<file path="config.mk">
export PLATFORM = sky130hd
export DESIGN_NAME = rtc_calendar_core
export DESIGN_NICKNAME = d
export VERILOG_FILES = /design/src/rtl/rtc_cal_pkg.sv /design/src/rtl/rtc_prescaler.sv /design/src/rtl/rtc_time_chain.sv /design/src/rtl/rtc_calendar_core.sv
export SDC_FILE = /design/constraint.sdc
export NUM_CORES = 1
export LEC_CHECK = 0
export ABC_AREA = 1
export ABC_CLOCK_PERIOD_IN_PS = 6200
export BUFFER_PORTS_ARGS = -buffer_cell sky130_fd_sc_hd__buf_4
export CAP_MARGIN = 30
export CORE_ASPECT_RATIO = 0.9
export CORE_MARGIN = 2
export CORE_UTILIZATION = 64
export DETAILED_ROUTE_END_ITERATION = 10
export GPL_TIMING_DRIVEN = 0
export PLACE_DENSITY = 0.87
export SLEW_MARGIN = 20
export SYNTH_ARGS = -nofsm -noshare
export SYNTH_HDL_FRONTEND = slang
export SYNTH_SLANG_ARGS = --single-unit
</file>
<file path="constraint.sdc">
create_clock -name clk -period 6.2 [get_ports clk]
set_input_delay 1.24 -clock clk [delete_from_list [all_inputs] [get_ports clk]]
set_output_delay 1.24 -clock clk [all_outputs]
set_load 0.02 [all_outputs]
</file>
<file path="src/rtl/rtc_cal_pkg.sv">
package rtc_cal_pkg;

    typedef enum logic [1:0] {
        P_HALT,
        P_CLEAR,
        P_COUNT
    } psc_state_e;

    typedef struct packed {
        logic [11:0] year;
        logic [3:0]  mon;
        logic [11:0] doy;
        logic [2:0]  dow;
        logic [4:0]  dom;
        logic [4:0]  hour;
        logic [5:0]  min;
        logic [5:0]  sec;
    } cal_time_t;

    // Field index order shared by counter addresses and the increment mask
    localparam int F_SEC  = 0;
    localparam int F_MIN  = 1;
    localparam int F_HOUR = 2;
    localparam int F_DOM  = 3;
    localparam int F_DOW  = 4;
    localparam int F_DOY  = 5;
    localparam int F_MON  = 6;
    localparam int F_YEAR = 7;
    localparam int NFIELD = 8;

    localparam cal_time_t TIME_AT_RESET = '{
        year: 12'd0, mon: 4'd1, doy: 12'd1, dow: 3'd0,
        dom: 5'd1, hour: 5'd0, min: 6'd0, sec: 6'd0
    };

    function automatic logic is_leap(input logic [11:0] yr);
        return (yr[1:0] == 2'b00);
    endfunction

    function automatic logic [4:0] month_len(input logic [3:0] mo, input logic [11:0] yr);
        logic [4:0] n;
        case (mo)
            4'd2:                      n = is_leap(yr) ? 5'd29 : 5'd28;
            4'd4, 4'd6, 4'd9, 4'd11:   n = 5'd30;
            default:                   n = 5'd31;
        endcase
        return n;
    endfunction

endpackage

</file>
<file path="src/rtl/rtc_prescaler.sv">
module rtc_prescaler
    import rtc_cal_pkg::*;
#(
    parameter int unsigned TICK_DIV = 32768
) (
    input  logic clk,
    input  logic rst_n,
    input  logic run_en,
    input  logic hold_clr,
    output logic tick
);
    localparam int unsigned CW = (TICK_DIV > 1) ? $clog2(TICK_DIV) : 1;
    localparam logic [CW-1:0] LAST = CW'(TICK_DIV - 1);

    psc_state_e state_q, state_d;
    logic [CW-1:0] cnt_q;

    always_comb begin
        if (hold_clr)    state_d = P_CLEAR;
        else if (run_en) state_d = P_COUNT;
        else             state_d = P_HALT;
    end

    always_ff @(posedge clk or negedge rst_n) begin
        if (!rst_n) state_q <= P_HALT;
        else        state_q <= state_d;
    end

    always_ff @(posedge clk or negedge rst_n) begin
        if (!rst_n) begin
            cnt_q <= '0;
        end else begin
            unique case (state_q)
                P_CLEAR: cnt_q <= '0;
                P_COUNT: cnt_q <= (cnt_q == LAST) ? '0 : cnt_q + 1'b1;
                P_HALT:  cnt_q <= cnt_q;
                default: cnt_q <= '0;
            endcase
        end
    end

    always_comb begin
        tick = (state_q == P_COUNT) && (cnt_q == LAST);
    end

    // the clear state leaves a zero count behind
    a_r3_clear_zeroes: assert property (@(posedge clk) disable iff (!rst_n)
        (state_q == P_CLEAR) |=> (cnt_q == '0));

    // no tick while halted or clearing
    a_r2_tick_only_counting: assert property (@(posedge clk) disable iff (!rst_n)
        (state_q != P_COUNT) |-> !tick);

    // ticks are never back to back when the divider exceeds one
    a_r2_tick_spacing: assert property (@(posedge clk) disable iff (!rst_n)
        (tick && (TICK_DIV > 1)) |=> !tick);

endmodule

</file>
<file path="src/rtl/rtc_time_chain.sv">
module rtc_time_chain
    import rtc_cal_pkg::*;
(
    input  logic              clk,
    input  logic              rst_n,
    input  logic              tick,
    input  logic [NFIELD-1:0] wr_en,
    input  logic [11:0]       wr_val,
    output cal_time_t         now,
    output logic [NFIELD-1:0] adv
);
    cal_time_t nxt;
    logic sec_top, min_top, hour_top, dom_top, dow_top, doy_top, mon_top;
    logic day_step;

    always_comb begin
        sec_top  = (now.sec  >= 6'd59);
        min_top  = (now.min  >= 6'd59);
        hour_top = (now.hour >= 5'd23);
        dom_top  = (now.dom  >= month_len(now.mon, now.year));
        dow_top  = (now.dow  >= 3'd6);
        doy_top  = (now.doy  >= (is_leap(now.year) ? 12'd366 : 12'd365));
        mon_top  = (now.mon  >= 4'd12);

        adv           = '0;
        adv[F_SEC]    = tick;
        adv[F_MIN]    = tick & sec_top;
        adv[F_HOUR]   = adv[F_MIN] & min_top;
        day_step      = adv[F_HOUR] & hour_top;
        adv[F_DOM]    = day_step;
        adv[F_DOW]    = day_step;
        adv[F_DOY]    = day_step;
        adv[F_MON]    = day_step & dom_top;
        adv[F_YEAR]   = adv[F_MON] & mon_top;

        nxt = now;
        if (adv[F_SEC])  nxt.sec  = sec_top  ? 6'd0  : now.sec  + 6'd1;
        if (adv[F_MIN])  nxt.min  = min_top  ? 6'd0  : now.min  + 6'd1;
        if (adv[F_HOUR]) nxt.hour = hour_top ? 5'd0  : now.hour + 5'd1;
        if (adv[F_DOM])  nxt.dom  = dom_top  ? 5'd1  : now.dom  + 5'd1;
        if (adv[F_DOW])  nxt.dow  = dow_top  ? 3'd0  : now.dow  + 3'd1;
        if (adv[F_DOY])  nxt.doy  = doy_top  ? 12'd1 : now.doy  + 12'd1;
        if (adv[F_MON])  nxt.mon  = mon_top  ? 4'd1  : now.mon  + 4'd1;
        if (adv[F_YEAR]) nxt.year = now.year + 12'd1;

        // A bus write overrides the tick result for its own field
        if (wr_en[F_SEC])  nxt.sec  = wr_val[5:0];
        if (wr_en[F_MIN])  nxt.min  = wr_val[5:0];
        if (wr_en[F_HOUR]) nxt.hour = wr_val[4:0];
        if (wr_en[F_DOM])  nxt.dom  = wr_val[4:0];
        if (wr_en[F_DOW])  nxt.dow  = wr_val[2:0];
        if (wr_en[F_DOY])  nxt.doy  = wr_val[11:0];
        if (wr_en[F_MON])  nxt.mon  = wr_val[3:0];
        if (wr_en[F_YEAR]) nxt.year = wr_val[11:0];
    end

    always_ff @(posedge clk or negedge rst_n) begin
        if (!rst_n) now <= TIME_AT_RESET;
        else        now <= nxt;
    end

    // without a tick or a write the time stands still
    a_r2_hold_without_tick: assert property (@(posedge clk) disable iff (!rst_n)
        (!tick && (wr_en == '0)) |=> (now == $past(now)));

    // seconds roll over to zero and minutes step
    a_r4_sec_rollover: assert property (@(posedge clk) disable iff (!rst_n)
        (tick && now.sec == 6'd59 && now.min < 6'd59 && wr_en == '0)
        |=> (now.sec == 6'd0 && now.min == $past(now.min) + 6'd1));

    // day-of-week wraps from 6 to 0 on a day step
    a_r5_dow_wrap: assert property (@(posedge clk) disable iff (!rst_n)
        (tick && now.sec == 6'd59 && now.min == 6'd59 && now.hour == 5'd23
         && now.dow == 3'd6 && wr_en == '0) |=> (now.dow == 3'd0));

    // last second of the year carries into the year counter
    a_r6_year_carry: assert property (@(posedge clk) disable iff (!rst_n)
        (tick && now.sec == 6'd59 && now.min == 6'd59 && now.hour == 5'd23
         && now.dom == 5'd31 && now.mon == 4'd12 && wr_en == '0)
        |=> (now.year == $past(now.year) + 12'd1 && now.mon == 4'd1 && now.dom == 5'd1));

endmodule

</file>
<file path="src/rtl/rtc_calendar_core.sv">
module rtc_calendar_core
    import rtc_cal_pkg::*;
#(
    parameter int unsigned TICK_DIV = 32768
) (
    input  logic        clk,
    input  logic        rst_n,
    input  logic        bus_we,
    input  logic [7:0]  bus_addr,
    input  logic [31:0] bus_wdata,
    output logic [31:0] bus_rdata,
    output logic        inc_irq
);
    localparam logic [5:0] W_FLAG  = 6'h00;
    localparam logic [5:0] W_CTRL  = 6'h02;
    localparam logic [5:0] W_MASK  = 6'h03;
    localparam logic [5:0] W_SNAP0 = 6'h05;
    localparam logic [5:0] W_SNAP1 = 6'h06;
    localparam logic [5:0] W_SNAP2 = 6'h07;

    logic [5:0] word;
    logic       aligned;
    logic       ctl_en, ctl_pclr, ctl_caloff;
    logic [NFIELD-1:0] mask_q, wr_en, adv;
    logic       flag_q, tick;
    cal_time_t  now;
    logic       unused_bits;

    assign word        = bus_addr[7:2];
    assign aligned     = (bus_addr[1:0] == 2'b00);
    assign unused_bits = ^bus_wdata[31:12];

    always_comb begin
        wr_en = '0;
        if (bus_we && aligned && bus_addr[7:5] == 3'b001)
            wr_en = NFIELD'(1) << bus_addr[4:2];
    end

    always_ff @(posedge clk or negedge rst_n) begin
        if (!rst_n) begin
            ctl_en     <= 1'b0;
            ctl_pclr   <= 1'b0;
            ctl_caloff <= 1'b0;
            mask_q     <= '0;
        end else if (bus_we && aligned) begin
            if (word == W_CTRL) begin
                ctl_en     <= bus_wdata[0];
                ctl_pclr   <= bus_wdata[1];
                ctl_caloff <= bus_wdata[4];
            end
            if (word == W_MASK) mask_q <= bus_wdata[NFIELD-1:0];
        end
    end

    always_ff @(posedge clk or negedge rst_n) begin
        if (!rst_n)
            flag_q <= 1'b0;
        else if (|(adv & mask_q))
            flag_q <= 1'b1;
        else if (bus_we && aligned && word == W_FLAG && bus_wdata[0])
            flag_q <= 1'b0;
    end

    assign inc_irq = flag_q;

    rtc_prescaler #(.TICK_DIV(TICK_DIV)) u_psc (
        .clk      (clk),
        .rst_n    (rst_n),
        .run_en   (ctl_en),
        .hold_clr (ctl_pclr),
        .tick     (tick)
    );

    rtc_time_chain u_chain (
        .clk    (clk),
        .rst_n  (rst_n),
        .tick   (tick),
        .wr_en  (wr_en),
        .wr_val (bus_wdata[11:0]),
        .now    (now),
        .adv    (adv)
    );

    always_comb begin
        bus_rdata = '0;
        if (aligned) begin
            unique case (word)
                W_FLAG:  bus_rdata = {31'd0, flag_q};
                W_CTRL:  bus_rdata = {27'd0, ctl_caloff, 2'b00, ctl_pclr, ctl_en};
                W_MASK:  bus_rdata = {24'd0, mask_q};
                W_SNAP0: bus_rdata = {5'd0, now.dow, 3'd0, now.hour, 2'd0, now.min, 2'd0, now.sec};
                W_SNAP1: bus_rdata = {4'd0, now.year, 4'd0, now.mon, 3'd0, now.dom};
                W_SNAP2: bus_rdata = {20'd0, now.doy};
                6'h08:   bus_rdata = {26'd0, now.sec};
                6'h09:   bus_rdata = {26'd0, now.min};
                6'h0A:   bus_rdata = {27'd0, now.hour};
                6'h0B:   bus_rdata = {27'd0, now.dom};
                6'h0C:   bus_rdata = {29'd0, now.dow};
                6'h0D:   bus_rdata = {20'd0, now.doy};
                6'h0E:   bus_rdata = {28'd0, now.mon};
                6'h0F:   bus_rdata = {20'd0, now.year};
                default: bus_rdata = '0;
            endcase
        end
    end

    // a masked advance always leaves the flag set
    a_r10_flag_sets: assert property (@(posedge clk) disable iff (!rst_n)
        (|(adv & mask_q)) |=> inc_irq);

    // the flag never rises without a masked advance
    a_r10_flag_needs_cause: assert property (@(posedge clk) disable iff (!rst_n)
        (!inc_irq && ((adv & mask_q) == '0)) |=> !inc_irq);

    // clear bit keeps the time frozen apart from bus writes
    a_r3_frozen_in_clear: assert property (@(posedge clk) disable iff (!rst_n)
        (ctl_pclr && wr_en == '0) |=> $stable(now));

endmodule

</file>
==> reports/qor.csv, run 1 <==
metric;value;unit
area.growth.synth_to_final;12.9;%
p_int;793;uW
viasPerCell;6.12;
combPwrFrac;0.120;
ys_seq_elements;82;
num_antenna_cells;0;
syn_area;5930;sq um
min_period;4.41;ns
worstMarginPinSlew;0.630;ns
routed_wl;19500;um
worstPathArrival;3.17;ns
drv_cap;0;
ant_nets;0;
tns;0;ns
clock_latency;0.37;ns
grt_max_degree;56;
grt_pass1_vias;5930;
clk_pin_slew;0.08;ns
synth_cell_type_count;44;
netlist_instances;864;
crit_path_cell_trace;buf_4 > buf_2 > nand2_1 > nor2_1 > nand2_1 > clkinv_1 > o21ai_0 > nand4_1 > nor2_1 > nor2_1 > buf_4;
cts_tree;built;
fin_skew;0.0110;ns
synth-seq-area-share;0.347;
slew_headroom;0.578;
firstDrtPassIters;9;
row_count;33;
core;9040;sq um
post_cts_resized;0;
synthArstFlopShare;1.00;
clockRootBuffer;clkbuf_8;
holdWs;0.423;ns
ioPinCount;76;
wl_met3;2200;um
crit_required;4.96;ns
cts_setup_buffers;0;
powerDensity;166;nW/um^2
fmax;227;MHz
fin_nets;991;
swShare;0.285;
ys_warn_count;0;
path_class;primary input to output port;
ir_drop;0.142;mV
dr.max_layer_used;met4;
hpwl;14700;um
synth_edf_count;0;
syn_avg_cell_area;6.86;sq um
wl_met1;8010;um
worst_path_max_delay_cell;o21ai_0;
gp_congestion;1.07;
report.final.setup_viol;0;
slowest_delay;0.45;ns
leakage;0.00321;uW
initial_utilization;0.655;
finalCritPeriodShare;0.712;
antenna_found_initial;0;
hold_viol_final;0;
wire_per_inst;18.4;um
track_usage;0.395;
clock_path_buffers;2;
htree_levels;3;
drt-initial-drc-count;911;
drive_above_1_share;0.117;
p_seq_frac;0.519;
p_clk_frac;0.361;
die_width;105;um
rsz0062_at_grt;no;
die_h;95.3;um
cts_sinks;82;
min_path_type;flop to flop;
ys.flop_type;dfrtp_1;
die_area;10000;sq um
vias;6472;
crit_path_max_fanout;10;
numPortBuffers;49;
overflow;0;
ctsHoldBuffers;0;
power.net_switching;316;uW
drc;0;
worstSetupStartpointType;primary input;
slew_viol_final;0;
cts_made_buffers;9;
end_kind;output port;
status;finished, final reports clean;
wl_met2;8620;um
grt_pass1_wl;30400;um
cpMostUsedCell;nor2_1;
==> path summary, 6_finish.rpt <==
check                                             from                           to  slack, ns  cells after the start
max                                        bus_addr[4]                 bus_rdata[2]       1.79                     11
min                               ctl_pclr$_DFFE_PN0P_   u_psc.state_q[0]$_DFF_PN0_       0.42                      0
max reg2reg                u_chain.now[37]$_DFFE_PN1P_  u_chain.now[43]$_DFFE_PN0P_       3.38                     15
min reg2reg                       ctl_pclr$_DFFE_PN0P_   u_psc.state_q[0]$_DFF_PN0_       0.42                      0
max in group asynchronous                        rst_n  u_chain.now[48]$_DFFE_PN0P_       4.79                      2
min in group asynchronous                        rst_n   u_psc.cnt_q[9]$_DFFE_PN0P_       0.79                      1
==> final cells by class <==
type | count | area, sq um
Multi-Input combinational cell | 641 | 3280
Clock buffer | 11 | 141
Inverter | 125 | 469
Clock inverter | 5 | 55.1
Sequential cell | 82 | 2060
Tap cell | 122 | 153
Buffer | 21 | 136
Fill cell | 716 | 2350
Timing Repair Buffer | 50 | 395
==> metrics by stage <==
stage          cell area, sq um  power, uW  setup slack [ns]  utilization  std cells
2_1_floorplan              5940        652              2.41            -        869
3_3_place_gp               6460        705              1.93        0.715       1040
3_5_place_dp               6490        714              1.92        0.718       1041
4_1_cts                    6690       1100              1.92        0.740       1057
5_1_grt                    6690       1150              1.78        0.740       1057
6_report                   6690       1110              1.79        0.740       1057
==> sequential cells by signal (all words and copies together) (netlist names) <==
register,count
u_chain.now,53
inc_irq,1
mask_q,8
ctl_en,1
ctl_caloff,1
ctl_pclr,1
u_psc.cnt_q,15
u_psc.state_q,2
==> cells by family (layout without fill, tap and decap cells) <==
kind of cell,count (synthesis),after routing,share of synthesized area
AND/OR/NAND/NOR,450,450,0.337
adder cells (fa/ha/maj),18,18,0.0380
other,1,6,0.000633
AO/OA/AOI/OAI,147,147,0.145
buffers and inverters,146,212,0.102
XOR/XNOR,20,20,0.0296
flip-flops,82,82,0.347
==> synth_stat cells (11+ instances only) <==
| master | instances | area, sq um |
|---|---|---|
| nand2_1 | 227 | 852 |
| inv_1 | 117 | 439 |
| nor2_1 | 88 | 330 |
| dfrtp_1 | 79 | 1980 |
| nand3_1 | 74 | 370 |
| o21ai_0 | 57 | 285 |
| a21oi_1 | 33 | 165 |
| nand4_1 | 20 | 125 |
| o22ai_1 | 19 | 119 |
| ha_1 | 18 | 225 |
| xor2_1 | 17 | 149 |
| o221ai_1 | 15 | 131 |
| nor3_1 | 11 | 55.1 |
==> critical path, delay by kind of cell <==
kind,cells,cell delay (ns)
buffers and inverters,4,0.82
AND/OR/NAND/NOR,6,0.67
AO/OA/AOI/OAI,1,0.45
==> cells in the final DEF (no fill, tap or decap), types with 4 or more instances in the layout <==
cell / netlist / layout
buf_4: 7 / 56
nor3b_1: 4 / 4
nand4_1: 20 / 20
o211ai_1: 8 / 8
nand2_1: 227 / 227
nand3b_1: 4 / 4
o221ai_1: 15 / 15
o21ai_1: 4 / 4
nand3_1: 74 / 74
o21ai_0: 57 / 57
nor2_1: 88 / 88
clkbuf_1: 7 / 8
inv_2: 6 / 6
clkbuf_8: 0 / 10
conb_1: 1 / 6
nor2_2: 6 / 6
dfrtp_1: 79 / 79
o22ai_1: 19 / 19
ha_1: 18 / 18
nor3_1: 11 / 11
buf_2: 4 / 4
xor2_1: 17 / 17
a21oi_1: 33 / 33
nand2_2: 4 / 4
inv_1: 117 / 117
==> power by group through the flow <==
stage	combinational, uW	clock [uW]	sequential (uW)
floorplan	72.1	0	579
global placement	121	0	584
detailed placement	129	0	585
CTS	130	399	574
global route	145	422	578
finish	133	400	576
==> metal layers <==
metal | global-route usage | vias up
li1 | - | 2963
met1 | 0.547 | 3033
met2 | 0.609 | 418
met3 | 0.0807 | 58
met4 | 0.158 | 0
met5 | 0 | -
Note: power is estimated with default switching activity, not from simulation.
==> run 2, diff against run 1 <==
--- a/config.mk
+++ b/config.mk
@@ -6,15 +6,15 @@
 export NUM_CORES = 1
 export LEC_CHECK = 0
 export ABC_AREA = 1
-export ABC_CLOCK_PERIOD_IN_PS = 6200
+export ABC_CLOCK_PERIOD_IN_PS = 4100
 export BUFFER_PORTS_ARGS = -buffer_cell sky130_fd_sc_hd__buf_4
 export CAP_MARGIN = 30
 export CORE_ASPECT_RATIO = 0.9
 export CORE_MARGIN = 2
-export CORE_UTILIZATION = 64
+export CORE_UTILIZATION = 59
 export DETAILED_ROUTE_END_ITERATION = 10
 export GPL_TIMING_DRIVEN = 0
-export PLACE_DENSITY = 0.87
+export PLACE_DENSITY = 0.81
 export SLEW_MARGIN = 20
 export SYNTH_ARGS = -nofsm -noshare
 export SYNTH_HDL_FRONTEND = slang
==> constraint.sdc (replaced) <==
create_clock -name clk -period 4.1 [get_ports clk]
set_input_delay 0.82 -clock clk [delete_from_list [all_inputs] [get_ports clk]]
set_output_delay 0.82 -clock clk [all_outputs]
set_load 0.02 [all_outputs]
==> run 2 against run 1 <==
Total power rose by 47%. Register-to-register slack got worse by 2.1 ns. Via count fell by 2.0%. First-iteration DRC count rose by 6.8%. Count of clock-buffer cells in the layout did not move. Clock skew fell by 0.0033 ns. Largest cell class unchanged.
==> reports/qor.csv, run 2 (synthesis gave the netlist of run 1 again) <==
metric;value;unit;change
cts_tree;built;;unchanged
routed_wl;19100;um;was 19500 um
worstPathArrival;2.69;ns;was 3.17 ns
combPwrFrac;0.122;;was 0.120
r2r_setup_slack;1.33;ns;was 3.38 ns
numPortBuffers;49;;unchanged
path_class;primary input to output port;;unchanged
final_common_cell;nand2_1;;unchanged
cts_sinks;82;;unchanged
overflow;0;;unchanged
firstDrtPassIters;6;;was 9
most-common-layout-cells;nand2_1 (227), inv_1 (117), nor2_1 (88), dfrtp_1 (79), nand3_1 (74);;unchanged
ir_drop;0.229;mV;was 0.142 mV
hpwl;14600;um;was 14700 um
drv_cap;0;;unchanged
clock_latency;0.37;ns;about the same
row_count;34;;was 33
min_path_type;primary input to asynchronous set/reset pin;;was flop to flop
viasPerCell;5.98;;was 6.12
htree_levels;3;;unchanged
fmax;285;MHz;
ioPinCount;76;;unchanged
antenna_found_initial;0;;unchanged
slew_headroom;0.431;;was 0.578
area.growth.synth_to_final;12.7;%;was 12.9%
post_cts_resized;0;;unchanged
r2r-start;u_chain.now[37]$_DFFE_PN1P_;;unchanged
worstSetupStartpointType;primary input;;unchanged
die_width;110;um;was 105 um
largestRegisters;u_chain.now (53), u_psc.cnt_q (15), mask_q (8);;unchanged
finalCritPeriodShare;0.856;;
clock_path_buffers;2;;unchanged
p_int;1140;uW;was 793 uW
p_seq_frac;0.534;;was 0.519
p_clk_frac;0.344;;was 0.361
die_area;10900;sq um;was 10000 sq um
ant_nets;0;;unchanged
grt_pass1_vias;5826;;was 5930
drc;0;;unchanged
rsz0062_at_grt;no;;unchanged
vias;6345;;was 6472
die_h;99.1;um;was 95.3 um
slew_viol_final;0;;unchanged
holdWs;0.363;ns;was 0.423 ns
ff2ff_path_depth;15;;unchanged
clk_pin_slew;0.09;ns;was 0.08 ns
leakage;0.00320;uW;was 0.00321 uW
path_buf_inv;3;;was 4
hold_viol_final;0;;unchanged
grt_pass1_wl;30100;um;was 30400 um
crit_path_cell_trace;buf_4 > buf_2 > nor2_1 > nand3_1 > nand4_1 > nor2_1 > nand3_1 > nand2_1 > nor2_1 > buf_4;;was buf_4 > buf_2 > nand2_1 > nor2_1 > nand2_1 > clkinv_1 > o21ai_0 > nand4_1 > nor2_1 > nor2_1 > buf_4
fin_skew;0.00771;ns;was 0.0110 ns
swShare;0.299;;was 0.285
core;9740;sq um;was 9040 sq um
cpMostUsedCell;nor2_1;;unchanged
fillers;853;;was 716
track_usage;0.365;;was 0.395
drt-initial-drc-count;973;;was 911
drive_above_1_share;0.117;;unchanged
tns;0;ns;unchanged
grt_max_degree;57;;was 56
largest_register;u_chain.now;;unchanged
ctsHoldBuffers;0;;unchanged
clockRootBuffer;clkbuf_8;;unchanged
power.net_switching;488;uW;was 316 uW
gp_congestion;1.04;;was 1.07
path_delay_family;simple AND/OR/NAND/NOR gates;;was buffers and inverters
powerDensity;244;nW/um^2;was 166 nW/um^2
report.final.setup_viol;0;;unchanged
crit_required;3.28;ns;was 4.96 ns
cts_setup_buffers;0;;unchanged
largest_reg_flops;53;;unchanged
slowest_delay;0.30;ns;was 0.45 ns
status;finished, final reports clean;;unchanged
initial_utilization;0.608;;was 0.655
worst_path_max_delay_cell;nand2_1;;was o21ai_0
end_kind;output port;;unchanged
num_antenna_cells;0;;unchanged
worstMarginPinSlew;0.851;ns;was 0.630 ns
worstReg2RegEnd;u_chain.now[48]$_DFFE_PN0P_;;was u_chain.now[43]$_DFFE_PN0P_
min_period;3.51;ns;
fin_nets;991;;unchanged
wire_per_inst;18.0;um;was 18.4 um
cts_made_buffers;9;;unchanged
crit_path_max_fanout;10;;unchanged
## run 2: cell count changes in the layout (fill, tap and decap cells not counted)
| cell | change |
|---|---|
| clkinv_2 | -1 |
| clkinvlp_4 | -1 |
| clkinv_4 | +2 |
| bufinv_16 | -1 |
| inv_6 | +1 |
## run 2: power groups by stage
stage	registers, uW	logic (uW)	clock network (uW)
after floorplan	876	109	0
after global placement	884	185	0
after detailed placement	885	194	0
final	871	199	561
after global routing	875	220	599
after CTS	869	195	570
## run 2: worst max-delay path by stage
stage | start | to | slack [ns] | cells after the start
after floorplan | bus_addr[4] | bus_rdata[2] | 1.15 | 10
after global placement | bus_addr[4] | bus_rdata[5] | 0.72 | 11
after detailed placement | bus_addr[4] | bus_rdata[19] | 0.67 | 10
after CTS | bus_addr[4] | bus_rdata[19] | 0.67 | 10
after global routing | bus_addr[4] | bus_rdata[1] | 0.48 | 12
final | bus_addr[4] | bus_rdata[19] | 0.59 | 10
## run 2: worst reg2reg max path, stage by stage (launching register included)
cell	delay (ns)
dfstp_2	0.57
inv_1	0.12
ha_1	0.22
o21ai_0	0.15
a21oi_1	0.09
a21oi_1	0.14
ha_1	0.25
o21ai_0	0.16
nand2_1	0.09
nand3_1	0.19
inv_1	0.18
nand3_4	0.16
nand2_4	0.08
buf_8	0.15
nand2_1	0.07
nand2_1	0.05
## run 2: layout make-up
type	count	area, sq um	share of cell area
Multi-Input combinational cell	641	3280	0.492
Sequential cell	82	2060	0.308
Inverter	125	469	0.0703
Timing Repair Buffer	50	395	0.0592
Tap cell	126	158	0.0236
Clock buffer	11	141	0.0212
Buffer	21	136	0.0204
Clock inverter	5	38.8	0.00581
## run 2: per-layer routing
metal | vias to the layer above | part of all wire | track usage
met2 | 392 | 0.44 | 0.541
met3 | 42 | 0.11 | 0.0562
met5 | - | 0 | 0
li1 | 2958 | - | -
met1 | 2953 | 0.42 | 0.547
met4 | 0 | 0.025 | 0.114
## run 2: per-stage QoR
stage               area, sq um  total power, uW   util  instances  worst slack, ns
floorplan                  5940              985      -        869             1.15
detailed placement         6500             1080  0.667       1045            0.668
global placement           6470             1070  0.664       1044            0.720
CTS                        6680             1630  0.685       1061            0.666
global route               6680             1690  0.685       1061            0.477
finish                     6680             1630  0.685       1061            0.591
==> run 3, diff against run 2 <==
--- a/config.mk
+++ b/config.mk
@@ -6,7 +6,6 @@
 export NUM_CORES = 1
 export LEC_CHECK = 0
 export ABC_AREA = 1
-export ABC_CLOCK_PERIOD_IN_PS = 4100
 export BUFFER_PORTS_ARGS = -buffer_cell sky130_fd_sc_hd__buf_4
 export CAP_MARGIN = 30
 export CORE_ASPECT_RATIO = 0.9
@@ -15,6 +14,7 @@
 export DETAILED_ROUTE_END_ITERATION = 10
 export GPL_TIMING_DRIVEN = 0
 export PLACE_DENSITY = 0.81
+export RECOVER_POWER = 50
 export SLEW_MARGIN = 20
 export SYNTH_ARGS = -nofsm -noshare
 export SYNTH_HDL_FRONTEND = slang
==> run 3 against run 2 <==
Total power shrank 0.29%. Highest routed layer unchanged. Hold slack improved by 0.064 ns. Critical path depth did not move. Clock power about the same. Global-route usage did not move. Sequential power barely moved. Utilization shrank 0.36 points. Final cell count is the same. First-iteration DRC count decreased by 10%. Via count up 1.2%. Maximum frequency is 4.9% lower.
==> reports/qor.csv, run 3 (synthesis gave the netlist of run 1 again) <==
metric;value;unit;change
status;finished, final reports clean;;unchanged
vias;6423;;was 6345
cpMostUsedCell;clkbuf_1;;was nor2_1
post_cts_resized;0;;unchanged
die_width;110;um;unchanged
most-common-layout-cells;nand2_1 (227), inv_1 (117), nor2_1 (88), dfrtp_1 (79), nand3_1 (74);;unchanged
viasPerCell;6.05;;was 5.98
wire_per_inst;18.0;um;about the same
slew_viol_final;0;;unchanged
slew_headroom;0.0108;;was 0.431
path_class;primary input to output port;;unchanged
finalCritPeriodShare;0.900;;was 0.856
min_period;3.69;ns;was 3.51 ns
overflow;0;;unchanged
drive_above_1_share;0.112;;was 0.117
cts_sinks;82;;unchanged
fin_cells;1061;;unchanged
drv_cap;0;;unchanged
largest_reg_flops;53;;unchanged
worstPathArrival;2.87;ns;was 2.69 ns
area.growth.synth_to_final;12.1;%;was 12.7%
worstSetupStartpointType;primary input;;unchanged
placedCellCount;1045;;unchanged
largestRegisters;u_chain.now (53), u_psc.cnt_q (15), mask_q (8);;unchanged
min_path_type;flop to flop;;was primary input to asynchronous set/reset pin
worstMarginPinSlew;1.48;ns;was 0.851 ns
ioPinCount;76;;unchanged
clock_path_buffers;2;;unchanged
cts_tree;built;;unchanged
core;9740;sq um;unchanged
largest_register;u_chain.now;;unchanged
crit_path_cell_trace;clkbuf_1 > clkbuf_1 > nand2_1 > nor2_1 > nand2_1 > clkbuf_1 > o221ai_1 > nor2_1 > a21oi_1 > buf_4;;was buf_4 > buf_2 > nor2_1 > nand3_1 > nand4_1 > nor2_1 > nand3_1 > nand2_1 > nor2_1 > buf_4
grt_pass1_wl;30100;um;unchanged
firstDrtPassIters;7;;was 6
rsz0062_at_grt;no;;unchanged
track_usage;0.365;;unchanged
slowest_delay;0.37;ns;was 0.30 ns
hpwl;14600;um;unchanged
ctsHoldBuffers;0;;unchanged
num_antenna_cells;0;;unchanged
ir_drop;0.229;mV;about the same
worst_path_max_delay_cell;clkbuf_1;;was nand2_1
fin_skew;0.00763;ns;was 0.00771 ns
hold_viol_final;0;;unchanged
report.final.setup_viol;0;;unchanged
final_common_cell;nand2_1;;unchanged
drt-initial-drc-count;875;;was 973
antenna_found_initial;0;;unchanged
fmax;271;MHz;was 285 MHz
gp_congestion;1.04;;unchanged
numPortBuffers;49;;unchanged
tns;0;ns;unchanged
htree_levels;3;;unchanged
leakage;0.00318;uW;was 0.00320 uW
crit_path_max_fanout;10;;unchanged
end_kind;output port;;unchanged
crit_required;3.28;ns;about the same
die_h;99.1;um;unchanged
clock_latency;0.37;ns;about the same
die_area;10900;sq um;unchanged
cts_made_buffers;9;;unchanged
routed_wl;19100;um;about the same
grt_max_degree;57;;unchanged
drc;0;;unchanged
powerDensity;245;nW/um^2;was 244 nW/um^2
initial_utilization;0.608;;unchanged
clk_pin_slew;0.09;ns;about the same
fin_nets;991;;unchanged
row_count;34;;unchanged
clockRootBuffer;clkbuf_8;;unchanged
ant_nets;0;;unchanged
cts_setup_buffers;0;;unchanged
grt_pass1_vias;5826;;unchanged
run 3: cell types whose count changed in the layout (fill, tap and decap cells not counted), sizes merged:
cell	delta
buf	-5
clkbuf	+5
run 3: stage by stage:
| stage | setup slack, ns | instance area, sq um | hold WS [ns] | total power (uW) | util |
|---|---|---|---|---|---|
| 6_report | 0.411 | 6640 | 0.427 | 1630 | 0.682 |
| 5_1_grt | 0.265 | 6640 | 0.437 | 1690 | 0.682 |
| 4_1_cts | 0.666 | 6680 | 0.366 | 1630 | 0.685 |
| 3_5_place_dp | 0.668 | 6500 | 0.401 | 1080 | 0.667 |
| 3_3_place_gp | 0.720 | 6470 | 0.391 | 1070 | 0.664 |
| 2_1_floorplan | 1.15 | 5940 | 0.374 | 985 | - |
run 3: power breakdown:
| part | internal (uW) | switching, uW |
|---|---|---|
| registers | 839 | 32.4 |
| logic | 60.2 | 135 |
| clock network | 240 | 320 |
run 3: area by class of cell:
class / count / area (sq um)
well taps: 126 / 158
multi-input cells: 641 / 3280
clock buffers: 11 / 141
repair buffers: 50 / 362
clock inverters: 5 / 38.8
flip-flops and latches: 82 / 2060
plain buffers: 21 / 135
inverters: 125 / 469
fillers: 861 / 3100
run 3: path summary, 6_finish.rpt:
check	from	end	slack [ns]	cells after the start
max	bus_addr[4]	bus_rdata[3]	0.41	10
min	ctl_pclr$_DFFE_PN0P_	u_psc.state_q[0]$_DFF_PN0_	0.43	0
max reg2reg	u_chain.now[37]$_DFFE_PN1P_	u_chain.now[48]$_DFFE_PN0P_	1.34	15
min reg2reg	ctl_pclr$_DFFE_PN0P_	u_psc.state_q[0]$_DFF_PN0_	0.43	0
max in group asynchronous	rst_n	u_chain.now[7]$_DFFE_PN0P_	1.21	2
min in group asynchronous	rst_n	u_psc.state_q[1]$_DFF_PN0_	0.79	1
run 3: routing by layer:
| layer | share of wire | wire length [um] | GRT usage | vias up |
|---|---|---|---|---|
| met5 | 0 | 0 | 0 | - |
| met4 | 0.030 | 572 | 0.114 | 0 |
| met3 | 0.11 | 2200 | 0.0562 | 52 |
| met2 | 0.44 | 8340 | 0.541 | 440 |
| met1 | 0.42 | 8020 | 0.547 | 2973 |
| li1 | - | - | - | 2958 |
run 3: critical path: cells and delay by family:
kind	cells	cell delay (ns)
buffers and inverters	4	1.00
AND/OR/NAND/NOR	4	0.52
AO/OA/AOI/OAI	2	0.54
